## src/rtl/rx_stamp_pkg.sv

```systemverilog
package rx_stamp_pkg;

   typedef enum logic {
      SRC_INTERNAL = 1'b0,
      SRC_EXTERNAL = 1'b1
   } stamp_src_e;

endpackage

```

## src/rtl/stamp_edge_sync.sv

```systemverilog
module stamp_edge_sync #(
   parameter int STAGES = 2
) (
   input  logic clk_i,
   input  logic rst_ni,
   input  logic async_i,
   output logic rise_o
);

   if (STAGES < 2) begin : g_bad_stages
      $error("stamp_edge_sync: STAGES must be at least 2");
   end

   logic [STAGES-1:0] chain_q;
   logic              prev_q;

   always_ff @(posedge clk_i or negedge rst_ni) begin
      if (!rst_ni) begin
         chain_q <= '0;
         prev_q  <= 1'b0;
      end else begin
         chain_q <= {chain_q[STAGES-2:0], async_i};
         prev_q  <= chain_q[STAGES-1];
      end
   end

   assign rise_o = chain_q[STAGES-1] & ~prev_q;

endmodule

```

## src/rtl/stamp_prescaler.sv

```systemverilog
module stamp_prescaler
   import rx_stamp_pkg::*;
#(
   parameter int CLK_PER_US = 50,
   parameter int RES_W      = 8
) (
   input  logic             clk_i,
   input  logic             rst_ni,
   input  logic             restart_i,
   input  stamp_src_e       src_i,
   input  logic             ext_us_i,
   input  logic [RES_W-1:0] res_i,
   output logic             tick_o
);

   localparam int US_W = (CLK_PER_US > 1) ? $clog2(CLK_PER_US) : 1;

   if (CLK_PER_US < 1) begin : g_bad_div
      $error("stamp_prescaler: CLK_PER_US must be positive");
   end

   logic             int_us;
   logic             us_pulse;
   logic [RES_W-1:0] res_eff;
   logic [RES_W-1:0] rcnt_q;
   logic             at_end;

   if (CLK_PER_US == 1) begin : g_div_bypass
      assign int_us = 1'b1;
   end else begin : g_div_count
      logic [US_W-1:0] ucnt_q;
      always_ff @(posedge clk_i or negedge rst_ni) begin
         if (!rst_ni) begin
            ucnt_q <= '0;
         end else if (restart_i || ucnt_q == US_W'(CLK_PER_US - 1)) begin
            ucnt_q <= '0;
         end else begin
            ucnt_q <= ucnt_q + 1'b1;
         end
      end
      assign int_us = (ucnt_q == US_W'(CLK_PER_US - 1));
   end

   assign us_pulse = (src_i == SRC_EXTERNAL) ? ext_us_i : int_us;
   assign res_eff  = (res_i == '0) ? RES_W'(1) : res_i;
   assign at_end   = (rcnt_q >= res_eff - RES_W'(1));
   assign tick_o   = us_pulse & at_end & ~restart_i;

   always_ff @(posedge clk_i or negedge rst_ni) begin
      if (!rst_ni) begin
         rcnt_q <= '0;
      end else if (restart_i) begin
         rcnt_q <= '0;
      end else if (us_pulse) begin
         rcnt_q <= at_end ? '0 : rcnt_q + 1'b1;
      end
   end

   AST_REST_NO_TICK: assert property (@(posedge clk_i) disable iff (!rst_ni)
      restart_i |-> !tick_o);

endmodule

```

## src/rtl/stamp_counter.sv

```systemverilog
module stamp_counter #(
   parameter int CNT_W = 32
) (
   input  logic             clk_i,
   input  logic             rst_ni,
   input  logic             clear_i,
   input  logic             tick_i,
   output logic [CNT_W-1:0] count_o
);

   logic [CNT_W-1:0] count_q;

   always_ff @(posedge clk_i or negedge rst_ni) begin
      if (!rst_ni) begin
         count_q <= '0;
      end else if (clear_i) begin
         count_q <= '0;
      end else if (tick_i) begin
         count_q <= count_q + 1'b1;
      end
   end

   assign count_o = count_q;

   AST_CLEAR_WINS: assert property (@(posedge clk_i) disable iff (!rst_ni)
      clear_i |=> count_q == '0);

   AST_ONE_STEP: assert property (@(posedge clk_i) disable iff (!rst_ni)
      (!clear_i && tick_i) |=> count_q == $past(count_q) + CNT_W'(1));

   AST_HOLD_IDLE: assert property (@(posedge clk_i) disable iff (!rst_ni)
      (!clear_i && !tick_i) |=> $stable(count_q));

endmodule

```

## src/rtl/stamp_fifo.sv

```systemverilog
module stamp_fifo #(
   parameter int WIDTH = 32,
   parameter int DEPTH = 16
) (
   input  logic             clk_i,
   input  logic             rst_ni,
   input  logic             push_i,
   input  logic [WIDTH-1:0] din_i,
   input  logic             pop_i,
   output logic [WIDTH-1:0] dout_o,
   output logic             empty_o,
   output logic             full_o
);

   localparam int AW = (DEPTH > 1) ? $clog2(DEPTH) : 1;

   if (DEPTH < 2 || (1 << AW) != DEPTH) begin : g_bad_depth
      $error("stamp_fifo: DEPTH must be a power of two, at least 2");
   end

   logic [WIDTH-1:0] mem_q [DEPTH];
   logic [AW-1:0]    wptr_q, rptr_q;
   logic [AW:0]      lvl_q;
   logic             do_push, do_pop;

   assign empty_o = (lvl_q == '0);
   assign full_o  = (lvl_q == (AW+1)'(DEPTH));
   assign do_push = push_i & ~full_o;
   assign do_pop  = pop_i & ~empty_o;
   assign dout_o  = mem_q[rptr_q];

   always_ff @(posedge clk_i) begin
      if (do_push) begin
         mem_q[wptr_q] <= din_i;
      end
   end

   always_ff @(posedge clk_i or negedge rst_ni) begin
      if (!rst_ni) begin
         wptr_q <= '0;
         rptr_q <= '0;
         lvl_q  <= '0;
      end else begin
         if (do_push) wptr_q <= wptr_q + 1'b1;
         if (do_pop)  rptr_q <= rptr_q + 1'b1;
         case ({do_push, do_pop})
            2'b10:   lvl_q <= lvl_q + 1'b1;
            2'b01:   lvl_q <= lvl_q - 1'b1;
            default: lvl_q <= lvl_q;
         endcase
      end
   end

   AST_NO_OVERFLOW: assert property (@(posedge clk_i) disable iff (!rst_ni)
      (full_o && push_i && !pop_i) |=> full_o && $stable(wptr_q));

   AST_NO_UNDERFLOW: assert property (@(posedge clk_i) disable iff (!rst_ni)
      (empty_o && pop_i && !push_i) |=> empty_o && $stable(rptr_q));

   AST_LEVEL_BOUND: assert property (@(posedge clk_i) disable iff (!rst_ni)
      lvl_q <= (AW+1)'(DEPTH));

endmodule

```

## src/rtl/rx_stamp_unit.sv

```systemverilog
module rx_stamp_unit
   import rx_stamp_pkg::*;
#(
   parameter int CLK_PER_US  = 50,
   parameter int NUM_RX      = 8,
   parameter int CNT_W       = 32,
   parameter int RES_W       = 8,
   parameter int FIFO_DEPTH  = 16,
   parameter int SYNC_STAGES = 2
) (
   input  logic                    clk_i,
   input  logic                    rst_ni,
   input  logic                    src_sel_i,
   input  logic [RES_W-1:0]        res_i,
   input  logic                    ext_clk_i,
   input  logic                    ext_rst_i,
   input  logic                    ext_rst_en_i,
   input  logic                    host_clr_i,
   input  logic                    host_rd_lo_i,
   output logic [CNT_W/2-1:0]      host_lo_o,
   output logic [CNT_W/2-1:0]      host_hi_o,
   input  logic [NUM_RX-1:0]       rx_strobe_i,
   input  logic [NUM_RX-1:0]       rx_pop_i,
   output logic [NUM_RX*CNT_W-1:0] rx_stamp_o,
   output logic [NUM_RX-1:0]       rx_empty_o,
   output logic [NUM_RX-1:0]       rx_full_o
);

   localparam int HALF = CNT_W / 2;

   if (CNT_W < 2 || (CNT_W % 2) != 0) begin : g_bad_width
      $error("rx_stamp_unit: CNT_W must be even and at least 2");
   end
   if (NUM_RX < 1) begin : g_bad_rx
      $error("rx_stamp_unit: NUM_RX must be positive");
   end

   logic             ext_us_rise;
   logic             ext_rst_rise;
   logic             clear;
   logic             tick;
   logic [CNT_W-1:0] count;
   logic [HALF-1:0]  snap_hi_q;

   stamp_edge_sync #(.STAGES(SYNC_STAGES)) i_sync_clk (
      .clk_i   (clk_i),
      .rst_ni  (rst_ni),
      .async_i (ext_clk_i),
      .rise_o  (ext_us_rise)
   );

   stamp_edge_sync #(.STAGES(SYNC_STAGES)) i_sync_rst (
      .clk_i   (clk_i),
      .rst_ni  (rst_ni),
      .async_i (ext_rst_i),
      .rise_o  (ext_rst_rise)
   );

   assign clear = host_clr_i | (ext_rst_en_i & ext_rst_rise);

   stamp_prescaler #(.CLK_PER_US(CLK_PER_US), .RES_W(RES_W)) i_prescaler (
      .clk_i     (clk_i),
      .rst_ni    (rst_ni),
      .restart_i (clear),
      .src_i     (stamp_src_e'(src_sel_i)),
      .ext_us_i  (ext_us_rise),
      .res_i     (res_i),
      .tick_o    (tick)
   );

   stamp_counter #(.CNT_W(CNT_W)) i_counter (
      .clk_i   (clk_i),
      .rst_ni  (rst_ni),
      .clear_i (clear),
      .tick_i  (tick),
      .count_o (count)
   );

   always_ff @(posedge clk_i or negedge rst_ni) begin
      if (!rst_ni) begin
         snap_hi_q <= '0;
      end else if (host_rd_lo_i) begin
         snap_hi_q <= count[CNT_W-1:HALF];
      end
   end

   assign host_lo_o = count[HALF-1:0];
   assign host_hi_o = snap_hi_q;

   for (genvar g = 0; g < NUM_RX; g++) begin : g_rx
      stamp_fifo #(.WIDTH(CNT_W), .DEPTH(FIFO_DEPTH)) i_fifo (
         .clk_i   (clk_i),
         .rst_ni  (rst_ni),
         .push_i  (rx_strobe_i[g]),
         .din_i   (count),
         .pop_i   (rx_pop_i[g]),
         .dout_o  (rx_stamp_o[g*CNT_W +: CNT_W]),
         .empty_o (rx_empty_o[g]),
         .full_o  (rx_full_o[g])
      );
   end

   AST_SNAP_HOLD: assert property (@(posedge clk_i) disable iff (!rst_ni)
      !host_rd_lo_i |=> $stable(snap_hi_q));

   AST_EXT_RST_CLEARS: assert property (@(posedge clk_i) disable iff (!rst_ni)
      (ext_rst_en_i && ext_rst_rise) |=> count == '0);

endmodule

```

## config.mk

```make
export PLATFORM = sky130hd
export DESIGN_NAME = rx_stamp_unit
export DESIGN_NICKNAME = d
export VERILOG_FILES = /design/src/rtl/rx_stamp_pkg.sv /design/src/rtl/stamp_edge_sync.sv /design/src/rtl/stamp_prescaler.sv /design/src/rtl/stamp_counter.sv /design/src/rtl/stamp_fifo.sv /design/src/rtl/rx_stamp_unit.sv
export SDC_FILE = /design/constraint.sdc
export NUM_CORES = 2
export LEC_CHECK = 0
export ABC_CLOCK_PERIOD_IN_PS = 5350
export BUFFER_PORTS_ARGS = -buffer_cell sky130_fd_sc_hd__buf_2
export CORE_ASPECT_RATIO = 1.2
export CORE_MARGIN = 2
export CORE_UTILIZATION = 35
export DETAILED_ROUTE_END_ITERATION = 7
export MAX_ROUTING_LAYER = met4
export SYNTH_ARGS = -nofsm -noshare
export SYNTH_HDL_FRONTEND = slang
export SYNTH_SLANG_ARGS = --single-unit
```

## constraint.sdc

```tcl
create_clock -name clk_i -period 5.35 [get_ports clk_i]
set_input_delay 1.07 -clock clk_i [delete_from_list [all_inputs] [get_ports clk_i]]
set_output_delay 1.07 -clock clk_i [all_outputs]
set_load 0.01 [all_outputs]
```

==> Yosys cells after proc, flatten, opt, wreduce, memory -nomap -nowiden <==
Memories as Yosys holds them, arrays and structs flattened.
Cells that the tools add are included.
{ "word_totals": {"n_memories": 8, "reg_bits": 172, "ram_bits": 4096, "in_bits": 32} }
{ "classes": {"eq_ne": 25, "n_bitwise": 41, "n_mux": 32, "reduce_logical": 20, "n_lt_le_gt_ge": 1, "addsub": 36} }
{ "memory_table": {"columns": ["memory", "depth", "word_bits", "read_ports", "rd_clocked_by_memory_dff", "write_ports", "line", "source"], "rows": [
  ["g_rx[0].i_fifo.mem_q", 16, 32, 1, 0, 1, "stamp_fifo.sv:21", "logic [WIDTH-1:0] mem_q [DEPTH];"],
  ["g_rx[1].i_fifo.mem_q", 16, 32, 1, 0, 1, "stamp_fifo.sv:21", null],
  ["g_rx[2].i_fifo.mem_q", 16, 32, 1, 0, 1, "stamp_fifo.sv:21", null],
  ["g_rx[3].i_fifo.mem_q", 16, 32, 1, 0, 1, "stamp_fifo.sv:21", null],
  ["g_rx[4].i_fifo.mem_q", 16, 32, 1, 0, 1, "stamp_fifo.sv:21", null],
  ["g_rx[5].i_fifo.mem_q", 16, 32, 1, 0, 1, "stamp_fifo.sv:21", null],
  ["+2 memories", null, null, null, null, null, null, null]
]} }
{ "op_table": {"columns": ["cell", "count"], "rows": [
  ["one-hot mux 5 bit (2 select lines)", 8],
  ["adder 4 x 1 -> 4 bit (second input constant)", 16],
  ["2-to-1 mux 32 bit", 2],
  ["adder 5 x 1 -> 5 bit (second input constant)", 8],
  ["== test 5 bit (second input constant)", 8],
  ["zero test 5 bit", 8],
  ["subtractor 5 x 1 -> 5 bit (second input constant)", 8],
  ["adder 32 x 1 -> 32 bit (second input constant)", 1],
  ["2-to-1 mux 8 bit", 4],
  ["AND 1 bit", 21],
  ["nonzero test 2 bit", 10],
  ["inverter 1 bit", 19],
  ["2-to-1 mux 1 bit", 17],
  ["== test 2 x 1 -> 1 bit (second input constant)", 8],
  ["== test 2 bit (second input constant)", 8],
  ["adder 8 x 1 -> 8 bit (second input constant)", 1],
  ["greater-or-equal comparator 8 bit", 1],
  ["zero test 8 bit", 1],
  ["subtractor 8 x 1 -> 8 bit (second input constant)", 1],
  ["adder 6 x 1 -> 6 bit (second input constant)", 1],
  ["== test 6 bit (second input constant)", 1],
  ["2-to-1 mux 6 bit", 1],
  ["logical OR 1 bit", 1],
  ["OR 1 bit", 1]
]} }

==> Logic depth before layout (Yosys ltp) <==
{ "depth": {"ltp_word": 8, "depth_mapped": 14, "ltp_nobuf": 12} }

==> Hierarchy <==
From an unflattened synthesis, not the netlist that was laid out.
{ "hier_totals": {"cells_unflattened": 8439, "hier_area_um2": 166836.3} }
{ "by_module_without_submodules": {"columns": ["mod", "n_inst", "cells_each", "area_each_um2", "seq_area_each_um2"], "rows": [
  ["stamp_fifo (g_rx[1].i_fifo ...)", 7, 1012, 20408.3, 15700.1],
  ["stamp_fifo (g_rx[0].i_fifo)", 1, 1012, 20392.1, 15700.1],
  ["stamp_counter", 1, 176, 1680.4, 800.8],
  ["stamp_prescaler", 1, 124, 1071.0, 350.3],
  ["rx_stamp_unit", 1, 35, 656.9, 400.4],
  ["stamp_edge_sync", 2, 4, 88.8, 75.1]
]} }

==> Worst setup path before layout <==
Ideal clock, no wire load.
{ "synth_path": {"path_type": "input -> register", "startpoint": "input rx_strobe_i[0]", "endpoint": "memory g_rx[0].i_fifo.mem_q[3][0], enable pin", "t_required_ps": 4889, "n_path_buf": 1, "setup_slack_ps": 1071, "t_arrival_ps": 3818, "setup_time_ps": 461, "cell_stages": 4, "cell_sequence": "and2_1 -> clkbuf_1 -> nand2_1 -> nor3_1"} }
{ "synth_between": {"elab_chain_len": 3} }
{ "synth_lines": {"columns": ["element", "line", "source"], "rows": [
  ["start: declaration", "rx_stamp_unit.sv:22", "input logic [NUM_RX-1:0] rx_strobe_i,"],
  ["AND 1 bit", "stamp_fifo.sv:28", "assign do_push = push_i & ~full_o;"],
  ["2-to-1 mux 1 bit", "stamp_fifo.sv:33", "if (do_push) begin"],
  ["2-to-1 mux 1 bit (not written as such)", "stamp_fifo.sv:34", "mem_q[wptr_q] <= din_i;"],
  ["end: declaration", "stamp_fifo.sv:21", null]
]} }
No other way between the ends.

==> Final worst setup path <==
{ "layout_path": {"startpoint": "register g_rx[5].i_fifo.rptr_q[0]", "endpoint": "output rx_stamp_o[175]"} }
{ "layout_between": {"elab_chain_len": 1} }
{ "layout_lines": {"columns": ["element", "line", "source"], "rows": [
  ["start: declaration", "stamp_fifo.sv:22", "logic [AW-1:0] wptr_q, rptr_q;"],
  ["start signal: assignment", "stamp_fifo.sv:45", "if (do_pop) rptr_q <= rptr_q + 1'b1;"],
  ["memory read (16 x 32 bit)", null, null],
  ["end: declaration", "rx_stamp_unit.sv:24", "output logic [NUM_RX*CNT_W-1:0] rx_stamp_o,"]
]} }
No other way between the ends.

==> results.py <==
metrics = {
    "critical_path": {
        "crit_top_cell": "mux4_2",
        "endpoint_kind": "primary output",
        "crit_arrival_ps": 3800,
        "path_max_fanout": 39,
        "crit_family": "multiplexers",
        "r2r-start": "g_rx[0].i_fifo.lvl_q[1]",
        "path_buf_inv": 2,
        "cp-start-kind": "flop",
        "critPathRequiredTime_ps": 4280,
        "slowest_stage": "dfrtp_4",
        "criticalPathCategory": "flop to primary output",
        "cp_cell_sequence": "buf_4, mux4_2, mux4_2, buf_2",
        "crit_start": "g_rx[5].i_fifo.rptr_q[0]",
        "max_stage_delay_ps": 950,
    },
    "synth": {
        "synth-seq-cells": 4268,
        "synth_edf_count": 4096,
        "synth_area_um2": 164000,
        "ys.flop_type": "edfxtp_1",
        "yosys.area.top_type_share_pct": 75.2,
        "async_flop_share_pct": 4.03,
        "syn_avg_cell_area_um2": 24.1,
        "synth_area_leaders": "edfxtp_1 (75%), mux4_2 (18%), dfrtp_1 (2.6%)",
        "synth_cell_types": 58,
        "syn_inst": 6780,
        "synth_nets": 6905,
        "yosys_warnings": 0,
        "yosysTopAreaCell": "edfxtp_1",
        "ys_seq_area_share_pct": 77.8,
    },
    "layout": {
        "final_util_pct": 40.5,
        "drive_above_1_share_pct": 35.0,
        "nets": 7535,
        "fill_cells": 40202,
        "area.growth.synth_to_final_pct": 15.3,
    },
    "floorplanning": {
        "dieArea_um2": 473000,
        "start_util_pct": 35.1,
        "die_h_um": 753,
        "die_w_um": 628,
        "num_rows": 275,
        "io_pins": 336,
        "coreArea_um2": 466000,
    },
    "sta": {
        "worst_pin_slew_ps": 1190,
        "relSlewSlack_pct": 19.5,
        "rsz0062_at_grt": "no",
        "final.setup_skew_ps": 46.8,
        "setup_viol": 0,
        "tns_ps": 0,
        "finalCritPeriodShare_pct": 91.1,
        "period_minus_slack_ps": 4870,
        "final-hold-violation-count": 0,
        "postLayoutSetupSlackWorst_ps": 478,
        "slew_viol_final": 0,
        "whs_ps": 66.7,
        "clock.fmax_mhz": 205,
    },
    "placement": {
        "port_buffers": 335,
        "hpwl_mm": 231,
        "gp_congestion": 0.758,
        "detailedPlace.worstSlack_ps": 599,
    },
    "clock_tree": {
        "root_buffer": "clkbuf_16",
        "clockBufferDepth": 4,
        "holdBufCountCts": 0,
        "tritoncts": "yes",
        "cts_made_buffers": 419,
        "postCtsSetupBuffers": 0,
        "clock_sinks": 4268,
        "cts_resized": 0,
        "clk_pin_slew_ps": 60,
        "clk-insertion-delay-late_ps": 1010,
        "cts_max_level": 5,
    },
    "global_routing": {
        "grt_usage_pct": 17.5,
        "grt_max_degree": 109,
        "grt_pass1_vias": 78300,
        "grt-ovfl-total": 0,
        "antenna_found_initial": 35,
        "grt_pass1_wl_mm": 580,
    },
    "power_and_ir_drop": {
        "powerDensity_nw_per_um2": 523,
        "leakagePower_nw": 54.0,
        "power_mw": 98.7,
        "ir_drop_v": 0.000443,
    },
    "worst_hold_path": {
        "hp-class": "primary input to asynchronous set/reset pin",
    },
    "route": {
        "drtPass1Iterations": 5,
        "first_iter_violations": 7922,
        "drtAntennaViolNets": 1,
        "viasPerCell": 5.28,
        "routedWlPerCell_um": 29.2,
        "drc": 0,
        "routed_wl_mm": 409,
        "vias": 74030,
    },
    "run_status": {
        "status": "finished with violations",
        "violations": "antenna rules",
    },
    "run": {
        "drv_cap": 0,
    },
}
[power by group]
group / switching, mW / total (mW) / internal [mW] / leakage, nW
Sequential: 2.84 / 43.7 / 40.8 / 35.1
Combinational: 13.7 / 25.4 / 11.8 / 12.3
Clock: 12.8 / 29.6 / 16.8 / 6.66
[path summary, 6_finish.rpt]
check / to / slack, ps / cells past startpoint
max reg2reg: g_rx[0].i_fifo.lvl_q[4] / 2300 / 12
max in group asynchronous: i_counter.count_o[24] / 3920 / 2
min reg2reg: i_sync_rst.chain_q[1] / 350 / 0
max: rx_stamp_o[175] / 480 / 4
min in group clk_i: i_sync_clk.chain_q[0] / 170 / 1
min: g_rx[0].i_fifo.lvl_q[1] / 70 / 1
[cell families (layout without fill, tap and decap cells)]
family	after synthesis	count (layout)	share of synthesized area [%]
flops	4268	4268	77.8
fa+ha+maj	93	93	0.748
compound gates	148	148	0.623
xor+xnor	90	90	0.482
mux	1306	1306	17.8
simple gates	414	414	1.28
other cells	0	32	0
buf+inv	461	1437	1.23
[worst reg2reg max path, cell delays in order, from the launching register on]
cell and delay, ps:
dfrtp_1 420, nor4_1 420, nand2_1 110, and2_1 290, inv_1 120, ha_1 240, inv_1 110, fa_1 430
nor2b_1 140, o21ai_0 120, and3_1 200, nor3_1 190, xor2_1 190
[layout make-up]
cell class | count | area (um2) | share of cell area [%]
sequential | 4268 | 128000 | 67.6
clock buffer | 500 | 10900 | 5.80
inverter | 76 | 285 | 0.151
multi-input combinational | 2051 | 35100 | 18.6
tap | 6232 | 7800 | 4.13
clock inverter | 267 | 2800 | 1.48
timing repair buffer | 594 | 4060 | 2.15
antenna | 32 | 80.1 | 0.0425
[per-stage QoR]
step	cells	instance area (um2)
floorplan	6780	164000
global placement	13221	175000
detailed placement	13221	175000
CTS	13988	189000
global route	13990	189000
finish	14020	189000
[state kept, by name (all words and copies together) (netlist names)]
name                            count
i_sync_rst.prev_q                   1
g_rx.i_fifo.wptr_q                 32
i_sync_clk.chain_q                  2
i_sync_rst.chain_q                  2
i_counter.count_o                  32
host_hi_o                          16
i_sync_clk.prev_q                   1
g_rx.i_fifo.lvl_q                  40
g_rx.i_fifo.rptr_q                 32
i_prescaler.g_div_count.ucnt_q      6
i_prescaler.rcnt_q                  8
g_rx.i_fifo.mem_q                4096
[placed cells by master (no fill, tap or decap), types with 15 or more instances in the layout]
cell / count
xnor2_1: 54
dfrtp_4: 48
inv_6: 17
dfrtp_2: 16
clkbuf_16: 425
ha_1: 85
edfxtp_1: 4096
clkbuf_1: 72
nor2_4: 96
mux2_2: 24
nor3_2: 33
o311ai_0: 24
buf_4: 225
nand2_1: 105
nand3_1: 20
inv_1: 76
diode_2: 32
bufinv_16: 44
o21ai_0: 42
xor2_1: 36
mux4_2: 1280
nor2b_1: 26
dfrtp_1: 108
nand4_1: 24
clkinv_2: 61
buf_12: 34
nand2b_1: 19
clkinvlp_4: 15
clkinv_1: 99
o31ai_1: 23
buf_2: 334
nor2_1: 20
a21oi_1: 21
[Yosys cell counts (all sizes together) (6+ instances only)]
master  instances
nor2b          26
fa              8
o21ai          42
edfxtp       4096
ha             85
and2           11
a21o            8
a22o            7
o31ai          23
mux4         1280
nand3          22
o311ai         25
o41ai           6
xnor2          54
nor2          116
xor2           36
nand2         106
clkbuf        178
nor4           16
a31o            6
dfrtp         172
inv            76
and3           15
buf           207
mux2           24
nor3           41
a21oi          21
nand4          28
nand2b         19
[metal layers]
metal,vias to the layer above,wire length [um],track usage (%)
li1,30284,-,-
met1,40736,166000,22.6
met3,570,26100,2.74
met5,-,0,-
met2,2440,206000,29.0
met4,0,10800,4.57
Power figures use the tool's default switching activity.
